<file path="src/rtl/tlb_pkg.sv">
package tlb_pkg;
  typedef enum logic [2:0] {
    ST_IDLE,
    ST_LOOKUP,
    ST_WALK_REQ,
    ST_WALK_WAIT,
    ST_REFILL,
    ST_FAULT
  } walk_state_t;
endpackage

</file>
<file path="src/rtl/tlb_cam.sv">
module tlb_cam #(
  parameter int N     = 4,
  parameter int KEY_W = 6,
  parameter int VAL_W = 6,
  localparam int IDX_W = (N > 1) ? $clog2(N) : 1
) (
  input  logic             clk,
  input  logic             rst_n,
  input  logic             flush,
  input  logic             wr_en,
  input  logic [IDX_W-1:0] wr_idx,
  input  logic [KEY_W-1:0] wr_key,
  input  logic [VAL_W-1:0] wr_val,
  input  logic [KEY_W-1:0] lk_key,
  output logic             hit,
  output logic [IDX_W-1:0] hit_idx,
  output logic [VAL_W-1:0] hit_val,
  output logic [N-1:0]     valid_vec
);
  logic [KEY_W-1:0] keys [N];
  logic [VAL_W-1:0] vals [N];
  logic [N-1:0]     match;

  // valid bits: reset and flush clear all, refill sets one
  always_ff @(posedge clk or negedge rst_n) begin
    if (!rst_n) begin
      valid_vec <= '0;
    end else if (flush) begin
      valid_vec <= '0;
    end else if (wr_en) begin
      valid_vec[wr_idx] <= 1'b1;
    end
  end

  // payload storage, no reset
  always_ff @(posedge clk) begin
    for (int i = 0; i < N; i++) begin
      if (wr_en && (wr_idx == IDX_W'(i))) begin
        keys[i] <= wr_key;
        vals[i] <= wr_val;
      end
    end
  end

  // parallel compare
  for (genvar g = 0; g < N; g++) begin : g_cmp
    assign match[g] = valid_vec[g] && (keys[g] == lk_key);
  end

  always_comb begin
    hit     = |match;
    hit_idx = '0;
    hit_val = '0;
    for (int i = 0; i < N; i++) begin
      if (match[i]) begin
        hit_idx = IDX_W'(i);
        hit_val = hit_val | vals[i];
      end
    end
  end
endmodule

</file>
<file path="src/rtl/tlb_lru.sv">
module tlb_lru #(
  parameter int N = 4,
  localparam int IDX_W = (N > 1) ? $clog2(N) : 1
) (
  input  logic             clk,
  input  logic             rst_n,
  input  logic             touch,
  input  logic [IDX_W-1:0] touch_idx,
  input  logic [N-1:0]     valid_vec,
  output logic [IDX_W-1:0] victim
);
  // age 0 = most recent, N-1 = oldest; ages always form a permutation
  logic [IDX_W-1:0] age [N];
  logic [IDX_W-1:0] age_t;

  assign age_t = age[touch_idx];

  always_ff @(posedge clk or negedge rst_n) begin
    if (!rst_n) begin
      for (int i = 0; i < N; i++) age[i] <= IDX_W'(i);
    end else if (touch) begin
      for (int i = 0; i < N; i++) begin
        if (touch_idx == IDX_W'(i))  age[i] <= '0;
        else if (age[i] < age_t)     age[i] <= age[i] + 1'b1;
      end
    end
  end

  always_comb begin
    victim = '0;
    for (int i = N - 1; i >= 0; i--) begin
      if (age[i] == IDX_W'(N - 1)) victim = IDX_W'(i);
    end
    if (!(&valid_vec)) begin
      for (int i = N - 1; i >= 0; i--) begin
        if (!valid_vec[i]) victim = IDX_W'(i);
      end
    end
  end
endmodule

</file>
<file path="src/rtl/tlb_walk_fsm.sv">
module tlb_walk_fsm
  import tlb_pkg::*;
(
  input  logic        clk,
  input  logic        rst_n,
  input  logic        req_fire,
  input  logic        lookup_hit,
  input  logic        mem_resp_valid,
  input  logic        pte_present,
  output walk_state_t state
);
  walk_state_t state_d;

  always_comb begin
    state_d = state;
    unique case (state)
      ST_IDLE:      if (req_fire) state_d = ST_LOOKUP;
      ST_LOOKUP:    state_d = lookup_hit ? ST_IDLE : ST_WALK_REQ;
      ST_WALK_REQ:  state_d = ST_WALK_WAIT;
      ST_WALK_WAIT: if (mem_resp_valid) state_d = pte_present ? ST_REFILL : ST_FAULT;
      ST_REFILL:    state_d = ST_IDLE;
      ST_FAULT:     state_d = ST_IDLE;
      default:      state_d = ST_IDLE;
    endcase
  end

  always_ff @(posedge clk or negedge rst_n) begin
    if (!rst_n) state <= ST_IDLE;
    else        state <= state_d;
  end
endmodule

</file>
<file path="src/rtl/tlb_walker.sv">
module tlb_walker
  import tlb_pkg::*;
#(
  parameter int ENTRIES = 4,
  parameter int VPN_W   = 6,
  parameter int PFN_W   = 6,
  parameter int OFS_W   = 10,
  parameter int MADDR_W = 16,
  parameter int PTE_W   = 16,
  localparam int VA_W  = VPN_W + OFS_W,
  localparam int PA_W  = PFN_W + OFS_W,
  localparam int IDX_W = (ENTRIES > 1) ? $clog2(ENTRIES) : 1
) (
  input  logic               clk,
  input  logic               rst_n,
  input  logic               flush,
  input  logic [MADDR_W-1:0] pt_base,
  input  logic               req_valid,
  output logic               req_ready,
  input  logic [VA_W-1:0]    req_vaddr,
  output logic               resp_valid,
  output logic               resp_hit,
  output logic               resp_fault,
  output logic [PA_W-1:0]    resp_paddr,
  output logic               mem_req_valid,
  output logic [MADDR_W-1:0] mem_req_addr,
  input  logic               mem_resp_valid,
  input  logic [PTE_W-1:0]   mem_resp_data
);
  // reset: asserted asynchronously, released after two clocks
  logic [1:0] rst_pipe;
  logic       rst_s;
  always_ff @(posedge clk or negedge rst_n) begin
    if (!rst_n) rst_pipe <= 2'b00;
    else        rst_pipe <= {rst_pipe[0], 1'b1};
  end
  assign rst_s = rst_pipe[1];

  walk_state_t       state;
  logic              req_fire;
  logic [VA_W-1:0]   va_q;
  logic [VPN_W-1:0]  vpn_q;
  logic [OFS_W-1:0]  ofs_q;
  logic              lk_hit;
  logic [IDX_W-1:0]  lk_idx;
  logic [PFN_W-1:0]  lk_frame;
  logic [ENTRIES-1:0] ent_valid;
  logic [IDX_W-1:0]  victim;
  logic [PFN_W-1:0]  pte_frame_q;
  logic              pte_capture;
  logic              in_lookup, in_refill, in_fault;
  logic              touch;
  logic [IDX_W-1:0]  touch_idx;
  logic              rsp_en;
  logic              rsp_hit_d, rsp_fault_d;
  logic [PA_W-1:0]   rsp_pa_d;
  logic              unused_pte;

  assign unused_pte = ^mem_resp_data;

  assign req_ready = rst_s && (state == ST_IDLE);
  assign req_fire  = req_valid && req_ready;
  assign vpn_q     = va_q[VA_W-1:OFS_W];
  assign ofs_q     = va_q[OFS_W-1:0];
  assign in_lookup = (state == ST_LOOKUP);
  assign in_refill = (state == ST_REFILL);
  assign in_fault  = (state == ST_FAULT);
  assign pte_capture = (state == ST_WALK_WAIT) && mem_resp_valid;

  tlb_walk_fsm u_fsm (
    .clk            (clk),
    .rst_n          (rst_s),
    .req_fire       (req_fire),
    .lookup_hit     (lk_hit),
    .mem_resp_valid (mem_resp_valid),
    .pte_present    (mem_resp_data[PTE_W-1]),
    .state          (state)
  );

  tlb_cam #(.N(ENTRIES), .KEY_W(VPN_W), .VAL_W(PFN_W)) u_cam (
    .clk       (clk),
    .rst_n     (rst_s),
    .flush     (flush),
    .wr_en     (in_refill),
    .wr_idx    (victim),
    .wr_key    (vpn_q),
    .wr_val    (pte_frame_q),
    .lk_key    (vpn_q),
    .hit       (lk_hit),
    .hit_idx   (lk_idx),
    .hit_val   (lk_frame),
    .valid_vec (ent_valid)
  );

  assign touch     = (in_lookup && lk_hit) || in_refill;
  assign touch_idx = in_refill ? victim : lk_idx;

  tlb_lru #(.N(ENTRIES)) u_lru (
    .clk       (clk),
    .rst_n     (rst_s),
    .touch     (touch),
    .touch_idx (touch_idx),
    .valid_vec (ent_valid),
    .victim    (victim)
  );

  // request capture
  always_ff @(posedge clk) begin
    if (req_fire) va_q <= req_vaddr;
  end

  // fetched frame capture
  always_ff @(posedge clk) begin
    if (pte_capture) pte_frame_q <= mem_resp_data[PFN_W-1:0];
  end

  // walk read port
  assign mem_req_valid = (state == ST_WALK_REQ);
  assign mem_req_addr  = pt_base + MADDR_W'(vpn_q);

  // response next values
  always_comb begin
    rsp_en      = (in_lookup && lk_hit) || in_refill || in_fault;
    rsp_hit_d   = in_lookup;
    rsp_fault_d = in_fault;
    if (in_lookup)      rsp_pa_d = {lk_frame, ofs_q};
    else if (in_refill) rsp_pa_d = {pte_frame_q, ofs_q};
    else                rsp_pa_d = '0;
  end

  always_ff @(posedge clk or negedge rst_s) begin
    if (!rst_s) resp_valid <= 1'b0;
    else        resp_valid <= rsp_en;
  end

  always_ff @(posedge clk) begin
    if (rsp_en) begin
      resp_hit   <= rsp_hit_d;
      resp_fault <= rsp_fault_d;
      resp_paddr <= rsp_pa_d;
    end
  end
endmodule

</file>
<file path="config.mk">
export PLATFORM = sky130hd
export DESIGN_NAME = tlb_walker
export DESIGN_NICKNAME = d
export VERILOG_FILES = /design/src/rtl/tlb_pkg.sv /design/src/rtl/tlb_cam.sv /design/src/rtl/tlb_lru.sv /design/src/rtl/tlb_walk_fsm.sv /design/src/rtl/tlb_walker.sv
export SDC_FILE = /design/constraint.sdc
export NUM_CORES = 1
export LEC_CHECK = 0
export CORE_ASPECT_RATIO = 0.7
export CORE_MARGIN = 2
export CORE_UTILIZATION = 54
export CTS_BUF_LIST = sky130_fd_sc_hd__clkbuf_4 sky130_fd_sc_hd__clkbuf_8
export DETAILED_ROUTE_END_ITERATION = 8
export DONT_BUFFER_PORTS = 1
export PLACE_DENSITY = 0.69
export SLEW_MARGIN = 5
export SYNTH_ARGS = -nofsm -noshare
export SYNTH_HDL_FRONTEND = slang
export SYNTH_SLANG_ARGS = --single-unit
</file>
<file path="constraint.sdc">
create_clock -name clk -period 5 [get_ports clk]
set_input_delay 1 -clock clk [delete_from_list [all_inputs] [get_ports clk]]
set_output_delay 1 -clock clk [all_outputs]
set_load 0.01 [all_outputs]
</file>
Word level (Yosys, flattened, before mapping)
Memory sizes are Yosys's and may differ from the RTL's.
Index checks and enable logic that the tools add are counted.
{"block": "op_classes", "addsub": 5, "order_cmp": 7, "n_eq_ne": 21, "n_mux": 65, "n_bitwise": 5, "reduce_logical": 36}
{"cell": "$mux W6", "count": 10}
{"cell": "$mux W2", "count": 29}
{"cell": "$reduce_or A6 Y1", "count": 6}
{"cell": "$mux W16", "count": 2}
{"cell": "$eq A6 B6 Y1", "count": 4}
{"cell": "$or A6 B6 Y6", "count": 3}
{"cell": "$mux W1", "count": 17}
{"cell": "$add A16 B6 Y16", "count": 1}
{"cell": "$eq A2 B2 Y1 const B", "count": 8}
{"cell": "$logic_and A1 B1 Y1", "count": 13}
{"cell": "$pmux W3 S4", "count": 1}
{"cell": "$reduce_and A2 Y1", "count": 5}
{"cell": "$reduce_bool A2 Y1", "count": 5}
{"cell": "$add A2 B1 Y2 const B", "count": 4}
{"cell": "$lt A2 B2 Y1", "count": 4}
{"cell": "$mux W4", "count": 2}
{"cell": "$eq A3 B2 Y1 const B", "count": 2}
{"cell": "$eq A3 B3 Y1 const B", "count": 2}
{"cell": "$mux W3", "count": 2}
{"cell": "$bmux W2 S2", "count": 1}
{"cell": "$eq A2 B1 Y1 const B", "count": 2}
{"cell": "$logic_not A2 Y1", "count": 2}
{"cell": "$ne A2 B2 Y1 const B", "count": 2}
{"cell": "$or A4 B4 Y4", "count": 1}
{"cell": "10 further kinds", "count": 11}
{"block": "totals", "regBits": 58, "mem_bits_rw": 48, "input_bits": 53, "output_inout_bits": 37, "wordCells": 154, "n_memories": 2}
{"memory": "u_cam.keys", "depth": 4, "width": 6, "rd": 4, "rd_clocked_by_memory_dff": 0, "write_ports": 1, "line_no": "tlb_cam.sv:20", "text": "logic [KEY_W-1:0] keys [N];"}
{"memory": "u_cam.vals", "depth": 4, "width": 6, "rd": 4, "rd_clocked_by_memory_dff": 0, "write_ports": 1, "line_no": "tlb_cam.sv:21", "text": "logic [VAL_W-1:0] vals [N];"}

Depth between registers and ports, before layout
{"block": "depth", "depth_word": 18, "mapped_depth": 11, "mapped_depth_nobuf": 11}

Modules after synthesis
From an unflattened synthesis, not the netlist that was laid out.
{"block": "unflattened", "cells_unflattened": 395, "area_unflattened_um2": 5161.2}
{"mod": "tlb_cam", "instances": 1, "cells_each": 164, "area_per_inst_um2": 2269.7, "seq_area_each_um2": 1541.5}
{"mod": "tlb_walker", "instances": 1, "cells_each": 132, "area_per_inst_um2": 1973.1, "seq_area_each_um2": 1276.2}
{"mod": "tlb_lru", "instances": 1, "cells_each": 89, "area_per_inst_um2": 784.5, "seq_area_each_um2": 205.2}
{"mod": "tlb_walk_fsm", "instances": 1, "cells_each": 10, "area_per_inst_um2": 133.9, "seq_area_each_um2": 75.1}

Least setup slack after synthesis
Ideal clock, no wire load.
{"block": "synth_timing", "path_kind": "input-to-output", "start": "input pt_base[0]", "end": "output mem_req_addr[12]", "t_arrival_ps": 2815, "required_time_ps": 4000, "path_slack_ps": 1185, "cell_stages": 11, "n_path_buf": 0, "cell_sequence": "ha_1 inv_1 fa_1 nor2b_1 o21ai_0 a21boi_1 o21ai_0 a21boi_0 nand2b_1 nor2_1 xor2_1"}
{"block": "synth_via", "elab_chain_len": 1}
{"element": "start: declaration", "line_no": "tlb_walker.sv:17", "text": "input logic [MADDR_W-1:0] pt_base,"}
{"element": "$add A16 B6 Y16", "line_no": "tlb_walker.sv:119", "text": "assign mem_req_addr = pt_base + MADDR_W'(vpn_q);"}
{"element": "end: declaration", "line_no": "tlb_walker.sv:26", "text": "output logic [MADDR_W-1:0] mem_req_addr,"}
Every way passes these cells.

Worst setup path in the final report
{"block": "layout_timing", "start": "register va_q[10]", "end": "output mem_req_addr[14]"}
{"block": "layout_via", "elab_chain_len": 1}
{"element": "start: declaration", "line_no": "tlb_walker.sv:41", "text": "logic [VA_W-1:0] va_q;"}
{"element": "start signal: assignment", "line_no": "tlb_walker.sv:109", "text": "if (req_fire) va_q <= req_vaddr;"}
{"element": "$add A16 B6 Y16", "line_no": "tlb_walker.sv:119"}
Every way passes these cells.

==> results.json <==
{
  "crit_arrival_ns": 3.09,
  "syn_area_um2": 4890,
  "grt_pass1_wl_mm": 14.6,
  "ys_seq_elements": 106,
  "synth_edf_count": 88,
  "final_area_um2": 5170,
  "timing.final.crit_share": 0.818,
  "drt-total-wl_mm": 9.10,
  "die-area_um2": 9850,
  "grt_max_degree": 21,
  "fp.dieW_um": 118,
  "relSlewSlack": 0.165,
  "numCtsBuffers": 9,
  "dpl-instance-area_um2": 5000,
  "synthFlopType": "edfxtp_1",
  "max_freq_ghz": 0.244,
  "end_kind": "primary output",
  "postCtsSetupRepairBufs": 0,
  "synth.avg_cell_area_um2": 13.3,
  "vias": 2913,
  "dp_hpwl_mm": 6.28,
  "finalClockSkew_ns": 0.00948,
  "netlist_instances": 369,
  "p_switching_uw": 566,
  "grt_usage": 0.194,
  "critPathMaxStageDelay_ns": 0.57,
  "drv_cap": 0,
  "ys_warn_count": 0,
  "wl_per_cell_um": 18.2,
  "die_h_um": 83.6,
  "viasPerCell": 5.84,
  "core_area_um2": 8930,
  "cp.buffers_inverters": 1,
  "seqPwrFrac": 0.596,
  "p_leak_uw": 0.00182,
  "antenna_found_initial": 0,
  "port_buffers": 0,
  "crit_top_cell": "o21ai_0",
  "hp-class": "flop to asynchronous set/reset pin",
  "clock_latency_ns": 0.37,
  "fin_cells": 499,
  "cts.clk_slew.worst_paths_ns": 0.10,
  "finalMaxSlewViolations": 0,
  "period_needed_ns": 4.09,
  "crit_path_top_delay_cell": "edfxtp_1",
  "ys_types": 55,
  "hold_violations": 0,
  "synth-seq-area-share": 0.633,
  "status": "complete, no violations",
  "final_util": 0.579,
  "worst_pin_slew_ns": 1.24,
  "worstSetupPathType": "flop to primary output",
  "clock_sinks": 106,
  "start_kind": "flop",
  "cts_buffer_depth": 2,
  "nets": 434,
  "htreeDepth": 3,
  "grt-ovfl-total": 0,
  "setup_viol": 0,
  "io_pins": 90,
  "hold_buffers": 0,
  "rsz0062_at_grt": "no",
  "path_cells": "ha_1 -> inv_1 -> fa_1 -> nor2b_1 -> o21ai_0 -> a21boi_1 -> o21ai_0 -> a21boi_0 -> nand2b_1 -> nor2_1 -> xor2_1",
  "drive_gt1_frac": 0.0853,
  "cts_root_buf": "clkbuf_8",
  "synth_nets": 433,
  "cp_max_fo": 9,
  "initial_core_util": 0.548,
  "rows": 29,
  "swShare": 0.295,
  "cts_tree": "done",
  "diodes": 0,
  "drt-pass1-iter-count": 6,
  "placed_cells": 483,
  "drc": 0,
  "p_per_area_nw_per_um2": 370,
  "area_growth_pct": 5.70,
  "finalSetupTns_ns": 0,
  "drt.antenna.violating_nets": 0,
  "place.gp.congestion": 0.819,
  "power_frac_clock": 0.244,
  "p_comb_frac": 0.159,
  "dr.first_iter.drc_count": 232,
  "grt_pass1_vias": 2830,
  "p_int_uw": 1350,
  "cts_resized": 0,
  "cp.required_ns": 4.00,
  "crit_family": "compound AO/OA/AOI/OAI gates",
  "peakVddDrop_mv": 0.264,
  "synthArstFlopShare": 0.170
}
==> Yosys cell counts, types with 5 or more instances <==
cell type | instances | share of area
a21oi_1 | 8 | 0.0082
a221oi_1 | 10 | 0.018
a22o_1 | 6 | 0.011
and3_1 | 6 | 0.0077
clkbuf_1 | 6 | 0.0046
dfrtp_1 | 14 | 0.072
edfxtp_1 | 88 | 0.54
ha_1 | 10 | 0.026
inv_1 | 14 | 0.011
nand2_1 | 21 | 0.016
nand2b_1 | 8 | 0.010
nand3_1 | 5 | 0.0051
nand4_1 | 5 | 0.0064
nor2_1 | 29 | 0.022
nor2b_1 | 15 | 0.019
nor3_1 | 9 | 0.0092
nor3b_1 | 6 | 0.0092
o21ai_0 | 13 | 0.013
xnor2_1 | 19 | 0.034
xor2_1 | 16 | 0.029
==> sequential cells by signal, summed over array words and instances, names as in the netlist <==
register,count
resp_fault,1
u_cam.valid_vec,4
rst_pipe,2
va_q,16
u_lru.age,8
resp_valid,1
u_fsm.state,3
u_cam.vals,24
resp_hit,1
pte_frame_q,6
resp_paddr,16
u_cam.keys,24
==> cell usage in the layout, fill, tap and decap left out, types with 3 or more instances in the layout <==
cell type	count
edfxtp_1	88
nor2_1	29
nand2_1	21
xnor2_1	19
xor2_1	16
nor2b_1	15
inv_1	14
dfrtp_1	14
o21ai_0	13
a221oi_1	10
ha_1	10
nor3_1	9
clkbuf_8	9
a21oi_1	8
nand2b_1	8
and3_1	6
nor3b_1	6
a22o_1	6
nand3_1	5
nand4_1	5
mux2i_1	4
a32oi_1	4
o221a_1	4
dfstp_2	4
and2_1	3
buf_4	3
==> cell families (layout without fill, tap and decap cells) <==
kind of cell               Yosys count  after routing  synth area share
xor gates and xnor gates            36             36            0.0660
AOI/OAI and AO/OA                   63             63            0.0941
adders and majority gates           11             11            0.0297
other                                1              1          0.000767
DFF                                106            106             0.633
and+or+nand+nor                    119            119             0.136
buffers and inverters               27             33            0.0266
muxes                                6              6            0.0138
==> per-stage QoR <==
step / worst slack (ns) / power, uW / hold slack, ns
after detailed placement: 0.938 / 1470 / 0.320
after CTS: 0.865 / 1940 / 0.292
after global routing: 0.431 / 2020 / 0.286
final: 0.910 / 1910 / 0.293
after floorplan: 1.19 / 1380 / 0.202
after global placement: 0.965 / 1450 / 0.324
==> final timing paths <==
check / startpoint / endpoint / slack (ns) / depth (start not counted)
hold / removal: rst_pipe[1] / u_cam.valid_vec[0] / 0.29 / 0
max in group asynchronous: rst_pipe[1] / resp_valid / 4.26 / 0
setup / recovery: va_q[10] / mem_req_addr[14] / 0.91 / 11
min in group clk: rst_pipe[0] / rst_pipe[1] / 0.36 / 0
setup reg to reg: va_q[13] / u_lru.age[1] / 1.50 / 7
hold reg to reg: rst_pipe[1] / u_cam.valid_vec[0] / 0.29 / 0
==> layer usage <==
| layer | routed length [um] | part of all wire | vias up | global-route usage |
|---|---|---|---|---|
| li1 | - | - | 1374 | - |
| met1 | 4100 | 0.45 | 1452 | 0.259 |
| met2 | 4400 | 0.48 | 77 | 0.310 |
| met3 | 490 | 0.054 | 10 | 0.0553 |
| met4 | 100 | 0.011 | 0 | 0.0646 |
| met5 | 0 | 0 | - | 0 |
==> area by class of cell <==
type                            instances  area (um2)
Fill cell                             748        3750
Sequential cell                       106        3100
Multi-Input combinational cell        236        1670
Tap cell                              124         155
Clock buffer                           10         131
Inverter                               14        52.6
Clock inverter                          6        42.5
Timing Repair Buffer                    3        22.5
==> power groups by stage <==
stage | clock [uW] | combinational, uW | sequential [uW]
final | 468 | 305 | 1140
after global routing | 518 | 343 | 1150
after CTS | 487 | 310 | 1140
after detailed placement | 0 | 307 | 1160
after global placement | 0 | 292 | 1160
after floorplan | 0 | 254 | 1130
No activity file was read; power rests on OpenSTA's default activity.
